$ cat src/rtl/pcs_pkg.sv
package pcs_pkg;

    // Interrupt source codes seen on irq_src
    typedef enum logic [2:0] {
        SRC_EXT  = 3'd0,
        SRC_TMR0 = 3'd1,
        SRC_TMR1 = 3'd2,
        SRC_ADC  = 3'd3,
        SRC_SBUS = 3'd4
    } irq_src_e;

    // Action chosen for the coming cycle
    typedef enum logic [2:0] {
        ACT_INC  = 3'd0,
        ACT_SKIP = 3'd1,
        ACT_PCL  = 3'd2,
        ACT_LOAD = 3'd3,
        ACT_RET  = 3'd4,
        ACT_IRQ  = 3'd5
    } act_e;

    localparam int LOW_BYTE_W = 8;
    localparam int SLOT_SHIFT = 2;  // vectors lie 4 words apart
    localparam int SLOT_W     = 3;

endpackage

$ cat src/rtl/pcs_vector.sv
module pcs_vector
    import pcs_pkg::*;
#(
    parameter int PC_W       = 11,
    parameter bit HAS_TIMER1 = 1'b1
) (
    input  logic [2:0]      src,
    output logic            hit,
    output logic [PC_W-1:0] vec
);

    logic [SLOT_W-1:0] slot;

    generate
        if (HAS_TIMER1) begin : g_two_timers
            always_comb begin
                hit  = 1'b1;
                slot = '0;
                case (irq_src_e'(src))
                    SRC_EXT:  slot = 3'd1;
                    SRC_TMR0: slot = 3'd2;
                    SRC_TMR1: slot = 3'd3;
                    SRC_ADC:  slot = 3'd4;
                    SRC_SBUS: slot = 3'd5;
                    default:  hit  = 1'b0;
                endcase
            end
        end else begin : g_one_timer
            always_comb begin
                hit  = 1'b1;
                slot = '0;
                case (irq_src_e'(src))
                    SRC_EXT:  slot = 3'd1;
                    SRC_TMR0: slot = 3'd2;
                    SRC_ADC:  slot = 3'd3;
                    SRC_SBUS: slot = 3'd4;
                    default:  hit  = 1'b0;
                endcase
            end
        end
    endgenerate

    assign vec = PC_W'({slot, {SLOT_SHIFT{1'b0}}});

endmodule

$ cat src/rtl/pcs_stack.sv
module pcs_stack #(
    parameter int W     = 11,
    parameter int DEPTH = 8
) (
    input  logic         clk,
    input  logic         rst_n,
    input  logic         push,
    input  logic         pop,
    input  logic [W-1:0] push_data,
    output logic [W-1:0] top_data,
    output logic         empty,
    output logic         ovf
);

    localparam int PW = (DEPTH > 1) ? $clog2(DEPTH) : 1;
    localparam int CW = $clog2(DEPTH + 1);
    localparam logic [PW-1:0] LAST = PW'(DEPTH - 1);
    localparam logic [CW-1:0] FULL = CW'(DEPTH);

    typedef struct packed {
        logic [DEPTH-1:0][W-1:0] mem;
        logic [PW-1:0]           wp;
        logic [CW-1:0]           cnt;
        logic                    ovf;
    } stk_t;

    stk_t stk_d, stk_q;
    logic [PW-1:0] rp;
    logic [PW-1:0] wp_inc;

    assign rp       = (stk_q.wp == '0) ? LAST : stk_q.wp - PW'(1);
    assign wp_inc   = (stk_q.wp == LAST) ? '0 : stk_q.wp + PW'(1);
    assign top_data = stk_q.mem[rp];
    assign empty    = (stk_q.cnt == '0);
    assign ovf      = stk_q.ovf;

    always_comb begin
        stk_d = stk_q;
        if (push) begin
            stk_d.mem[stk_q.wp] = push_data;
            stk_d.wp            = wp_inc;
            if (stk_q.cnt == FULL) begin
                stk_d.ovf = 1'b1;
            end else begin
                stk_d.cnt = stk_q.cnt + CW'(1);
            end
        end else if (pop && !empty) begin
            stk_d.wp  = rp;
            stk_d.cnt = stk_q.cnt - CW'(1);
        end
    end

    always_ff @(posedge clk or negedge rst_n) begin
        if (!rst_n) begin
            stk_q <= '0;
        end else begin
            stk_q <= stk_d;
        end
    end

endmodule

$ cat src/rtl/pcs_next.sv
module pcs_next
    import pcs_pkg::*;
#(
    parameter int PC_W = 11
) (
    input  logic [PC_W-1:0]       pc_q,
    input  logic                  irq_take,
    input  logic [PC_W-1:0]       irq_vec,
    input  logic                  ret_req,
    input  logic                  stk_empty,
    input  logic [PC_W-1:0]       stk_top,
    input  logic                  jump,
    input  logic                  call,
    input  logic [PC_W-1:0]       target,
    input  logic                  pcl_wr,
    input  logic [LOW_BYTE_W-1:0] pcl_data,
    input  logic                  skip,
    output logic [PC_W-1:0]       pc_n,
    output logic [PC_W-1:0]       ret_addr,
    output logic                  push,
    output logic                  pop
);

    act_e act;

    assign ret_addr = pc_q + PC_W'(1);

    always_comb begin
        if (irq_take)                    act = ACT_IRQ;
        else if (ret_req && !stk_empty)  act = ACT_RET;
        else if (jump || call)           act = ACT_LOAD;
        else if (pcl_wr)                 act = ACT_PCL;
        else if (skip)                   act = ACT_SKIP;
        else                             act = ACT_INC;
    end

    always_comb begin
        push = 1'b0;
        pop  = 1'b0;
        case (act)
            ACT_IRQ: begin
                pc_n = irq_vec;
                push = 1'b1;
            end
            ACT_RET: begin
                pc_n = stk_top;
                pop  = 1'b1;
            end
            ACT_LOAD: begin
                pc_n = target;
                push = call;
            end
            ACT_PCL:  pc_n = {pc_q[PC_W-1:LOW_BYTE_W], pcl_data};
            ACT_SKIP: pc_n = pc_q + PC_W'(2);
            default:  pc_n = ret_addr;
        endcase
    end

endmodule

$ cat src/rtl/pc_sequencer.sv
module pc_sequencer
    import pcs_pkg::*;
#(
    parameter int PC_W        = 11,
    parameter int STACK_DEPTH = 8,
    parameter bit HAS_TIMER1  = 1'b1
) (
    input  logic                  clk,
    input  logic                  rst_n,
    input  logic                  irq_ack,
    input  logic [2:0]            irq_src,
    input  logic                  skip,
    input  logic                  pcl_wr,
    input  logic [LOW_BYTE_W-1:0] pcl_data,
    input  logic                  jump,
    input  logic                  call,
    input  logic [PC_W-1:0]       target,
    input  logic                  ret,
    output logic [PC_W-1:0]       pc,
    output logic                  stk_ovf
);

    typedef struct packed {
        logic [PC_W-1:0] pc;
    } seq_t;

    seq_t seq_d, seq_q;

    logic            vec_hit;
    logic [PC_W-1:0] vec_addr;
    logic            irq_take;
    logic [PC_W-1:0] pc_n;
    logic [PC_W-1:0] ret_addr;
    logic [PC_W-1:0] stk_top;
    logic            stk_empty;
    logic            do_push;
    logic            do_pop;

    pcs_vector #(
        .PC_W       (PC_W),
        .HAS_TIMER1 (HAS_TIMER1)
    ) vec_i (
        .src (irq_src),
        .hit (vec_hit),
        .vec (vec_addr)
    );

    assign irq_take = irq_ack && vec_hit;

    pcs_next #(
        .PC_W (PC_W)
    ) next_i (
        .pc_q      (seq_q.pc),
        .irq_take  (irq_take),
        .irq_vec   (vec_addr),
        .ret_req   (ret),
        .stk_empty (stk_empty),
        .stk_top   (stk_top),
        .jump      (jump),
        .call      (call),
        .target    (target),
        .pcl_wr    (pcl_wr),
        .pcl_data  (pcl_data),
        .skip      (skip),
        .pc_n      (pc_n),
        .ret_addr  (ret_addr),
        .push      (do_push),
        .pop       (do_pop)
    );

    pcs_stack #(
        .W     (PC_W),
        .DEPTH (STACK_DEPTH)
    ) stack_i (
        .clk       (clk),
        .rst_n     (rst_n),
        .push      (do_push),
        .pop       (do_pop),
        .push_data (ret_addr),
        .top_data  (stk_top),
        .empty     (stk_empty),
        .ovf       (stk_ovf)
    );

    always_comb begin
        seq_d    = seq_q;
        seq_d.pc = pc_n;
    end

    always_ff @(posedge clk or negedge rst_n) begin
        if (!rst_n) begin
            seq_q <= '0;
        end else begin
            seq_q <= seq_d;
        end
    end

    assign pc = seq_q.pc;

endmodule

$ cat config.mk
export PLATFORM = sky130hd
export DESIGN_NAME = pc_sequencer
export DESIGN_NICKNAME = d
export VERILOG_FILES = /design/src/rtl/pcs_pkg.sv /design/src/rtl/pcs_vector.sv /design/src/rtl/pcs_stack.sv /design/src/rtl/pcs_next.sv /design/src/rtl/pc_sequencer.sv
export SDC_FILE = /design/constraint.sdc
export NUM_CORES = 1
export LEC_CHECK = 0
export BUFFER_PORTS_ARGS = -buffer_cell sky130_fd_sc_hd__buf_2
export CORE_MARGIN = 2
export CORE_UTILIZATION = 50
export CTS_CLUSTER_DIAMETER = 50
export DETAILED_ROUTE_END_ITERATION = 8
export PLACE_DENSITY = 0.7
export SLEW_MARGIN = 20
export SYNTH_ARGS = -nofsm -noshare
export SYNTH_HDL_FRONTEND = slang
export SYNTH_SLANG_ARGS = --single-unit
$ cat constraint.sdc
create_clock -name clk -period 6.7 [get_ports clk]
set_input_delay 0.335 -clock clk [delete_from_list [all_inputs] [get_ports clk]]
set_output_delay 0.335 -clock clk [all_outputs]
set_load 0.01 [all_outputs]
==> results.cfg <==
[detailed_routing]
avgViaCountPerCell = 6.21
drt_iter0_markers = 531
drt_pass1_iterations = 6
via_count = 4495
antenna_left = 0
drcViolationCount = 0
post_drt_wl_per_cell_um = 19.2
wl_um = 13900

[critical_path]
cp.arrival_ns = 3.59
r2r_cells = 8
ff2ff_setup_slack_ns = 3.30
rr_startpoint = stack_i.stk_q[5]$_DFFE_PN0P_
path_buf_inv = 1
cp_common_cell = a22oi_1
critPathMaxStageDelay_ns = 0.84
start_kind = flop
end_kind = flop
cp_max_fo = 18
critical-path-top-delay-family = flip-flops
crit_type = reg2reg
reg2reg_to = pc[3]$_DFF_PN0_
cp.required_ns = 6.89
path_cells = inv_1, ha_4, ha_1, nor2b_1, a22oi_1, and3_1, a221oi_1, a22oi_1
crit_slowest_cell = dfrtp_1

[die]
io_pins = 42
initial_core_util = 0.517
die_y_um = 111
die_w_um = 111
die_area_sq_um = 12200
placementRows = 38
core-area_sq_um = 11000

[sta]
worst_pin_slew_ns = 1.08
fmax_ghz = 0.294
finalCritPeriodShare = 0.508
setup_tns_ns = 0
rsz0062_at_grt = no
period_minus_slack_ns = 3.40
setup_violations = 0
final-hold-violation-count = 0
finClkSkew_ns = 0.00794
drv_slew = 0
slew_headroom = 0.280

[min_path]
hold_start = pcl_data[4]
whs_path_depth = 3
worst_hold_path.endpoint = pc[4]$_DFF_PN0_
min_path_type = in2reg

[clocking]
cts_root_buf = clkbuf_16
cts.sinks = 107
clock_latency_ns = 0.35
cts_max_level = 3
cts_resized = 0
cts_inserted_buffers = 9
cts_tree = done
clk_pin_slew_ns = 0.07
cts_buffer_depth = 2

[synth]
synthCells = 563
yosys.area.top_type = dfrtp_1
ys.flop_type = dfrtp_1
synth.top_cell.area_share = 0.471
avgSynthCellArea_sq_um = 10.1
synth.most_common_cell = dfrtp_1
netlist_area_sq_um = 5680
async_flop_share = 1.00
seq_area_frac_synth = 0.471
synth.distinct_cells = 53
ys_top_cells_by_area = dfrtp_1 47%, mux2i_1 6.2%, a21oi_1 5.5%
synth_seq_cells = 107
ys_top_cells_by_count = 107 x dfrtp_1, 62 x a21oi_1, 59 x nor2_1
synth_edf_count = 0
syn_nets = 602
yosys_warnings = 0

[power]
power_frac_comb = 0.460
p_int_mw = 1.93
seq_power_share = 0.378
ir_drop_mv = 0.234
p_sw_mw = 1.39
power_frac_clock = 0.162
power.density_nw_per_um2 = 537
switching_share = 0.419
p_leak_nw = 2.67

[global_route]
grt_pass1_wl_um = 23100
grt_start_max_net_pins = 64
overflow = 0
grt_usage = 0.234
antenna_found_initial = 0
grt_pass1_vias = 4471

[layout]
antenna_cells = 0
fill_cells = 930
nets = 618
area_growth_syn_to_layout_pct = 8.79
final_area_sq_um = 6180
drive_gt1_frac = 0.149

[run]
max-cap-violations = 0

[placed_design]
hpwl_um = 9550
gp_congestion = 0.915
buffer_ports.inserted = 41
post_dp_cell_area_sq_um = 5860

[outcome]
outcome = finished, final reports clean
-- through the flow --
step           setup WS (ns)  std cells  utilization  total power, mW  hold WS (ns)
2_1_floorplan           4.05        563            -             2.39        0.0394
6_report                3.30        724        0.563             3.32         0.291
4_1_cts                 3.09        724        0.562             3.30         0.258
3_3_place_gp            3.20        707        0.533             2.69         0.357
3_5_place_dp            3.10        707        0.533             2.76         0.365
5_1_grt                 2.99        724        0.563             3.55         0.265
-- per-layer routing --
layer | routed length, um | global-route usage | up-vias
met4 | 377 | 0.103 | 0
met2 | 6410 | 0.359 | 178
met1 | 6300 | 0.330 | 2228
met3 | 804 | 0.0373 | 37
met5 | 0 | 0 | -
li1 | - | - | 2052
-- sequential cells by signal, indices dropped and copies added, names as in the netlist --
signal	cells
pc	11
stack_i.ovf	1
stack_i.stk_q	95
-- timing repair --
action | in CTS | in global routing
endpoints found under the hold margin | 6 | 0
hold buffers | 1 | 0
setup buffers | 0 | 0
-- power groups by stage --
stage / clock [mW] / sequential (mW) / combinational [mW]
2_1_floorplan: 0 / 1.14 / 1.24
3_3_place_gp: 0 / 1.24 / 1.44
3_5_place_dp: 0 / 1.26 / 1.50
4_1_cts: 0.542 / 1.25 / 1.51
5_1_grt: 0.567 / 1.29 / 1.68
6_report: 0.536 / 1.25 / 1.53
-- layout by cell type (no fill, tap or decap), types with 9 or more instances in the layout --
| cell type | Yosys | layout |
|---|---|---|
| a21oi_1 | 62 | 62 |
| a221oi_1 | 10 | 10 |
| a22oi_1 | 12 | 12 |
| buf_2 | 9 | 40 |
| clkbuf_16 | 0 | 9 |
| dfrtp_1 | 107 | 107 |
| inv_1 | 12 | 12 |
| mux2i_1 | 35 | 35 |
| nand2_1 | 53 | 53 |
| nand3_1 | 13 | 13 |
| nand4_1 | 9 | 9 |
| nor2_1 | 59 | 59 |
| o21ai_0 | 42 | 42 |
| xor2_1 | 14 | 14 |
-- layout make-up --
type	count	area, sq um	area share
multi-input cells	402	2730	0.441
clock buffers	10	239	0.0387
inverters	13	48.8	0.00790
well taps	140	175	0.0283
clock inverters	6	63.8	0.0103
repair buffers	46	248	0.0401
flip-flops and latches	107	2680	0.433
-- how the worst max path moves through the flow --
stage | from | endpoint | depth (start not counted)
3_5_place_dp | stack_i.stk_q[5]$_DFFE_PN0P_ | pc[7]$_DFF_PN0_ | 6
2_1_floorplan | stack_i.stk_q[6]$_DFFE_PN0P_ | pc[3]$_DFF_PN0_ | 11
4_1_cts | stack_i.stk_q[5]$_DFFE_PN0P_ | pc[7]$_DFF_PN0_ | 6
5_1_grt | stack_i.stk_q[5]$_DFFE_PN0P_ | pc[3]$_DFF_PN0_ | 8
3_3_place_gp | stack_i.stk_q[5]$_DFFE_PN0P_ | pc[7]$_DFF_PN0_ | 6
6_report | stack_i.stk_q[5]$_DFFE_PN0P_ | pc[3]$_DFF_PN0_ | 8
-- worst register-to-register path: stages, from the launching register on --
cell      delay [ns]
dfrtp_1         0.84
inv_1           0.33
ha_4            0.25
ha_1            0.53
nor2b_1         0.61
a22oi_1         0.13
and3_1          0.22
a221oi_1        0.22
a22oi_1         0.13
-- kinds of logic after synthesis --
kind of cell | count (synthesis) | share of synthesized area
xor gates and xnor gates | 19 | 0.0293
DFF | 107 | 0.471
AOI/OAI and AO/OA | 155 | 0.173
buffers and inverters | 54 | 0.0522
muxes | 51 | 0.109
and+or+nand+nor | 168 | 0.143
adders and majority gates | 9 | 0.0211
(Power assumes the default switching activity.)
